[config.mk]
export PLATFORM = sky130hd
export DESIGN_NAME = crbus_master
export DESIGN_NICKNAME = d
export VERILOG_FILES = /design/src/rtl/crbus_pkg.sv /design/src/rtl/crbus_ack_timer.sv /design/src/rtl/crbus_seq.sv /design/src/rtl/crbus_master.sv
export SDC_FILE = /design/constraint.sdc
export NUM_CORES = 1
export LEC_CHECK = 0
export BUFFER_PORTS_ARGS = -buffer_cell sky130_fd_sc_hd__buf_2
export CORE_UTILIZATION = 28
export CTS_BUF_LIST = sky130_fd_sc_hd__clkbuf_8
export DETAILED_ROUTE_END_ITERATION = 8
export GPL_ROUTABILITY_DRIVEN = 0
export PLACE_DENSITY = 0.45
export SLEW_MARGIN = 25
export SYNTH_ARGS = -nofsm -noshare
export SYNTH_HDL_FRONTEND = slang
export SYNTH_SLANG_ARGS = --single-unit
[constraint.sdc]
create_clock -name clk -period 3.9 [get_ports clk]
set_clock_uncertainty 0.1 [all_clocks]
set_input_delay 0.78 -clock clk [delete_from_list [all_inputs] [get_ports clk]]
set_output_delay 0.78 -clock clk [all_outputs]
set_load 0.02 [all_outputs]
[src/rtl/crbus_pkg.sv]
package crbus_pkg;

    typedef enum logic [1:0] {
        ST_IDLE  = 2'd0,
        ST_SETUP = 2'd1,
        ST_HIGH  = 2'd2,
        ST_LOW   = 2'd3
    } crbus_state_e;

    typedef enum logic [1:0] {
        PH_ADDR = 2'd0,
        PH_DATA = 2'd1,
        PH_XFER = 2'd2
    } crbus_phase_e;

    typedef struct packed {
        logic cap_addr;
        logic cap_data;
        logic rd;
        logic wr;
    } crbus_strb_t;

endpackage

[src/rtl/crbus_ack_timer.sv]
module crbus_ack_timer #(
    parameter int LIMIT = 64
) (
    input  logic clk,
    input  logic rst_n,
    input  logic clr,
    input  logic run,
    output logic expired
);
    localparam int CNT_W = (LIMIT > 2) ? $clog2(LIMIT) : 1;
    localparam logic [CNT_W-1:0] LAST = CNT_W'(LIMIT - 1);

    logic [CNT_W-1:0] cnt_d, cnt_q;

    assign expired = run && (cnt_q == LAST);

    always_comb begin
        cnt_d = cnt_q;
        if (clr)
            cnt_d = '0;
        else if (run && (cnt_q != LAST))
            cnt_d = cnt_q + 1'b1;
    end

    always_ff @(posedge clk or negedge rst_n) begin
        if (!rst_n) cnt_q <= '0;
        else        cnt_q <= cnt_d;
    end

    // the wait counter never passes its limit
    p_cnt_bound_r7: assert property (@(posedge clk) disable iff (!rst_n)
        cnt_q <= LAST);

endmodule

[src/rtl/crbus_seq.sv]
module crbus_seq
    import crbus_pkg::*;
#(
    parameter int ADDR_W = 16,
    parameter int DATA_W = 16,
    parameter int BUS_W  = 16
) (
    input  logic              clk,
    input  logic              rst_n,
    input  logic              cmd_valid,
    input  logic              cmd_write,
    input  logic [ADDR_W-1:0] cmd_addr,
    input  logic [DATA_W-1:0] cmd_wdata,
    input  logic              bus_ack,
    input  logic [DATA_W-1:0] bus_dout,
    input  logic              tmr_expired,
    output logic              tmr_clr,
    output logic              tmr_run,
    output logic              busy,
    output logic              done,
    output logic              timed_out,
    output logic [DATA_W-1:0] rdata,
    output logic [BUS_W-1:0]  bus_din,
    output crbus_strb_t       strb
);
    typedef struct packed {
        crbus_state_e      st;
        crbus_phase_e      ph;
        logic              wr_cmd;
        logic [DATA_W-1:0] wdata;
        logic [BUS_W-1:0]  din;
        crbus_strb_t       strb;
        logic [DATA_W-1:0] rdata;
        logic              done;
        logic              tmo;
    } seq_t;

    seq_t d, q;

    function automatic crbus_strb_t phase_strobe(crbus_phase_e ph, logic wr);
        crbus_strb_t s;
        s = '0;
        case (ph)
            PH_ADDR: s.cap_addr = 1'b1;
            PH_DATA: s.cap_data = 1'b1;
            default: begin
                if (wr) s.wr = 1'b1;
                else    s.rd = 1'b1;
            end
        endcase
        return s;
    endfunction

    always_comb begin
        d       = q;
        d.done  = 1'b0;
        tmr_clr = 1'b0;
        case (q.st)
            ST_IDLE: begin
                if (cmd_valid) begin
                    d.st     = ST_SETUP;
                    d.ph     = PH_ADDR;
                    d.wr_cmd = cmd_write;
                    d.wdata  = cmd_wdata;
                    d.din    = BUS_W'(cmd_addr);
                    d.tmo    = 1'b0;
                end
            end
            ST_SETUP: begin
                d.st    = ST_HIGH;
                d.strb  = phase_strobe(q.ph, q.wr_cmd);
                tmr_clr = 1'b1;
            end
            ST_HIGH: begin
                if (bus_ack) begin
                    if (q.ph == PH_XFER && !q.wr_cmd)
                        d.rdata = bus_dout;
                    d.strb  = '0;
                    d.st    = ST_LOW;
                    tmr_clr = 1'b1;
                end else if (tmr_expired) begin
                    d.strb  = '0;
                    d.tmo   = 1'b1;
                    d.st    = ST_LOW;
                    tmr_clr = 1'b1;
                end
            end
            default: begin
                if (!bus_ack || tmr_expired) begin
                    if (bus_ack) d.tmo = 1'b1;
                    case (q.ph)
                        PH_ADDR: begin
                            d.st = ST_SETUP;
                            if (q.wr_cmd) begin
                                d.ph  = PH_DATA;
                                d.din = BUS_W'(q.wdata);
                            end else begin
                                d.ph  = PH_XFER;
                            end
                        end
                        PH_DATA: begin
                            d.st = ST_SETUP;
                            d.ph = PH_XFER;
                        end
                        default: begin
                            d.st   = ST_IDLE;
                            d.done = 1'b1;
                        end
                    endcase
                end
            end
        endcase
    end

    always_ff @(posedge clk or negedge rst_n) begin
        if (!rst_n) q <= '0;
        else        q <= d;
    end

    assign tmr_run   = (q.st == ST_HIGH) || (q.st == ST_LOW);
    assign busy      = (q.st != ST_IDLE);
    assign done      = q.done;
    assign timed_out = q.tmo;
    assign rdata     = q.rdata;
    assign bus_din   = q.din;
    assign strb      = q.strb;

    // never two strobes at once
    p_one_strobe_r5: assert property (@(posedge clk) disable iff (!rst_n)
        $onehot0(q.strb));
    // bus quiet while idle
    p_idle_quiet_r5: assert property (@(posedge clk) disable iff (!rst_n)
        !busy |-> (q.strb == '0));
    // a read never touches data capture or the write strobe
    p_read_path_r3: assert property (@(posedge clk) disable iff (!rst_n)
        (busy && !q.wr_cmd) |-> (!q.strb.cap_data && !q.strb.wr));
    // a raised strobe holds while neither acknowledge nor expiry is seen
    p_hold_strobe_r2: assert property (@(posedge clk) disable iff (!rst_n)
        ((q.strb != '0) && !bus_ack && !tmr_expired) |=> $stable(q.strb));
    // done lasts one cycle
    p_done_pulse_r6: assert property (@(posedge clk) disable iff (!rst_n)
        done |=> !done);
    // a request during an access leaves the captured command alone
    p_ignore_busy_r8: assert property (@(posedge clk) disable iff (!rst_n)
        (busy && cmd_valid) |=> ($stable(q.wr_cmd) && $stable(q.wdata)));

endmodule

[src/rtl/crbus_master.sv]
module crbus_master
    import crbus_pkg::*;
#(
    parameter int ADDR_W         = 16,
    parameter int DATA_W         = 16,
    parameter int TIMEOUT_CYCLES = 64,
    parameter int BUS_W          = (ADDR_W > DATA_W) ? ADDR_W : DATA_W
) (
    input  logic              clk,
    input  logic              rst_n,
    input  logic              cmd_valid,
    input  logic              cmd_write,
    input  logic [ADDR_W-1:0] cmd_addr,
    input  logic [DATA_W-1:0] cmd_wdata,
    output logic              busy,
    output logic              done,
    output logic              timed_out,
    output logic [DATA_W-1:0] rdata,
    output logic [BUS_W-1:0]  bus_din,
    output logic              bus_cap_addr,
    output logic              bus_cap_data,
    output logic              bus_rd,
    output logic              bus_wr,
    input  logic              bus_ack,
    input  logic [DATA_W-1:0] bus_dout
);
    logic        tmr_clr, tmr_run, tmr_expired;
    crbus_strb_t strb;

    crbus_ack_timer #(.LIMIT(TIMEOUT_CYCLES)) u_timer (
        .clk     (clk),
        .rst_n   (rst_n),
        .clr     (tmr_clr),
        .run     (tmr_run),
        .expired (tmr_expired)
    );

    crbus_seq #(.ADDR_W(ADDR_W), .DATA_W(DATA_W), .BUS_W(BUS_W)) u_seq (
        .clk         (clk),
        .rst_n       (rst_n),
        .cmd_valid   (cmd_valid),
        .cmd_write   (cmd_write),
        .cmd_addr    (cmd_addr),
        .cmd_wdata   (cmd_wdata),
        .bus_ack     (bus_ack),
        .bus_dout    (bus_dout),
        .tmr_expired (tmr_expired),
        .tmr_clr     (tmr_clr),
        .tmr_run     (tmr_run),
        .busy        (busy),
        .done        (done),
        .timed_out   (timed_out),
        .rdata       (rdata),
        .bus_din     (bus_din),
        .strb        (strb)
    );

    assign bus_cap_addr = strb.cap_addr;
    assign bus_cap_data = strb.cap_data;
    assign bus_rd       = strb.rd;
    assign bus_wr       = strb.wr;

endmodule

==> results.md <==
- Status: completed
- Flop pwr share: between 30% and 40%
- Crit path cell chain: inv_1 > ha_1 > inv_2 > o311a_1 > or3_1 > mux2_4
- Final Setup Violations: 0
- Clock sinks: between 60 and 70
- Synth cell count leaders: 65 x dfrtp_1, 33 x mux2_2, 32 x buf_4
- Hold depth: 1
- Detailed-route via count: ~2200
- Number of post-CTS setup repair buffers: 0
- Antenna-violating nets left: 0
- CTS tree: done
- Total GRT Usage: about an eighth
- Total leakage power: 1.89 nW
- Hold_ws: 0.376 ns
- Fraction of registers with async set/reset: 100%
- Clock power share: between 10% and 20%
- Number of synthesized register bits: 65
- Post-route DRC violation count: 0
- Clock root buffer: clkbuf_8
- Synth top area cells: dfrtp_1 50%, mux2_2 11%, buf_4 7.4%, mux2_4 4.6%, o21ai_0 3.8%
- Crit-path max FO: 19
- H-tree Lvls: 3
- RSZ-0062 raised after global routing: no
- Post-cts sizing count: 0
- Internal power: ~1.9 mW
- Clk buf depth: 2
- Site Rows: 39
- Relative slew slack: 39.8%
- CP Class: reg2reg
- Crit-path max cell delay: around 0.73 ns
- Post-Syn Area per Cell: about 11 um2
- Routed Wire Length: 6730 um
- CTS Buf Count: 9
- Slew at the pin closest to its max-slew limit: 0.903 ns
- Startpoint types: register
- Fmax: 0.342 GHz
- Largest area contributor in the netlist: dfrtp_1
- Clk pin slew, worst setup/hold paths: about 0.06 ns
- Max Cap Viol: 0
- Synth warn: 0
- Detail Placement HPWL: 4900 um
- First DRT Iteration DRCs: around 130
- Post-synth top flop: dfrtp_1
- Pwr/cell area: 830 nW/um2
- Die Y: 110 um
- Crit path required time: 4.02 ns
- # nets final: slightly above 400
- Cells after Synth: 287
- Largest net degree at the start of global routing: 44
- Antenna cells: 0
- R2R cell count: 6
- Fin Setup TNS: 0 ns
- Buffers and inverters on the worst path: 2
- DR WL/cell: roughly 14 um
- Levels on crit path: 6
- Worst min path class: reg2reg
- Initial antenna violation count: 0
- PortBufs: 91
- Hold buffers post-CTS: 0
- Period minus WS final: ~3 ns
- Fin crit share: about three quarters
- Vias/cell: about 4.5
- First drt pass iteration count: 4
- Yosys cell types: between 40 and 50
- Synth top area share: 49.9%
- Die Width: around 110 um
- CP endpoint kind: register
- Core Box Area: between 10000 and 15000 um2
- Synthesized Nets: 346
- Starting Density: 28.7%
- Vias in the first global route: roughly 2200
- Most common cell in the netlist: dfrtp_1
- Sw Share: about two fifths
- Total die area: approximately 12000 um2
- Psw: 1.19 mW
- Boundary pin count: 92
- EDFF count, synth: 0
- Register area share after synthesis: about 50%
- Hold violation count in the final report: 0
- Pins Over Slew Limit: 0
- Crit path max-delay family: simple AND/OR/NAND/NOR gates
- Maximum VDD drop: around 260 uV
- Crit path DAT: about 3.0 ns
- Overflow after GRT: 0
- First-pass GRT wire length: around 11000 um
- Ratio of cells with drive above 1 in the final layout: between 40% and 50%
- Insertion delay to the later sink of the worst-skew pair: between 0.3 and 0.4 ns
- Synthesized cell area: between 3000 and 4000 um2
- Combinational share of power: a little under half
- Critical path's slowest cell: or3_1
- Area grow syn2layout: 15.3%
[state kept, by name, summed over array words and instances, names as in the netlist]
name,flops
u_seq.bus_din,16
u_seq.done,1
u_seq.q,21
u_seq.rdata,16
u_seq.strb,4
u_seq.timed_out,1
u_timer.cnt_q,6
[final cells by class]
| cell class | instances | area, um2 |
|---|---|---|
| Sequential cell | 65 | 1630 |
| Timing Repair Buffer | 94 | 478 |
| Clock buffer | 9 | 124 |
| Clock inverter | 6 | 52.6 |
| Multi-Input combinational cell | 163 | 1240 |
| Inverter | 15 | 56.3 |
| Fill cell | 1207 | 7610 |
| Tap cell | 143 | 179 |
[through the flow]
step	util (%)	std cells	worst slack, ns	area (um2)	power [mW]
after floorplan	-	287	1.61	3260	2.47
after global placement	31.5	480	1.03	3580	2.61
after detailed placement	31.5	480	0.935	3580	2.63
after CTS	33.1	495	0.919	3760	3.18
after global routing	33.1	495	0.757	3760	3.38
final	33.1	495	0.978	3760	3.12
[power groups by stage]
stage	combinational, mW	sequential (mW)	clock (mW)
floorplan	1.32	1.15	0
global placement	1.43	1.17	0
detailed placement	1.45	1.18	0
CTS	1.45	1.17	0.558
global route	1.59	1.20	0.584
finish	1.43	1.16	0.529
[per-layer routing]
metal | vias up | GRT usage [%] | wire (um)
met5 | - | 0 | 0
li1 | 1076 | - | -
met4 | 0 | 6.29 | 124
met3 | 10 | 3.02 | 358
met1 | 1073 | 15.6 | 3190
met2 | 45 | 17.9 | 3060
[kinds of logic after synthesis]
logic type | after synthesis | synth area share (%)
DFF | 65 | 49.9
and+or+nand+nor | 61 | 9.36
buffers and inverters | 59 | 12.0
AOI/OAI and AO/OA | 50 | 9.59
muxes | 44 | 16.3
adders and majority gates | 6 | 2.30
xor gates and xnor gates | 2 | 0.537
[placed cells by master (no fill, tap or decap), types with 2 or more instances in the layout]
cell type  synthesis  layout
ha_1               6       6
nor2_1            17      17
buf_2              0      91
o22ai_1            2       2
clkinv_2           0       3
a21o_1             3       3
inv_1             14      16
o21ai_0           25      25
nor4bb_1           2       2
mux2_4            10      10
a21oi_1            5       5
nor3_1             4       4
clkbuf_8           2       9
a211oi_1           2       2
nand3_1            3       3
a22o_1             6       6
buf_4             32       3
dfrtp_1           65      65
nand2_1           22      22
mux2_2            33      33
nor4b_1            2       2
[final timing paths]
| check | from | end | slack, ns |
|---|---|---|---|
| min reg2reg | u_seq.strb[0] | u_seq.strb[0] | 0.38 |
| max | u_seq.q[57] | u_seq.bus_din[15] | 0.98 |
| min | u_seq.strb[0] | u_seq.strb[0] | 0.38 |
| max reg2reg | u_seq.q[57] | u_seq.bus_din[15] | 0.98 |
| max in group asynchronous | rst_n | u_seq.bus_din[15] | 2.34 |
| min in group asynchronous | rst_n | u_seq.rdata[1] | 0.46 |
Note: power is estimated with default switching activity, not from simulation.
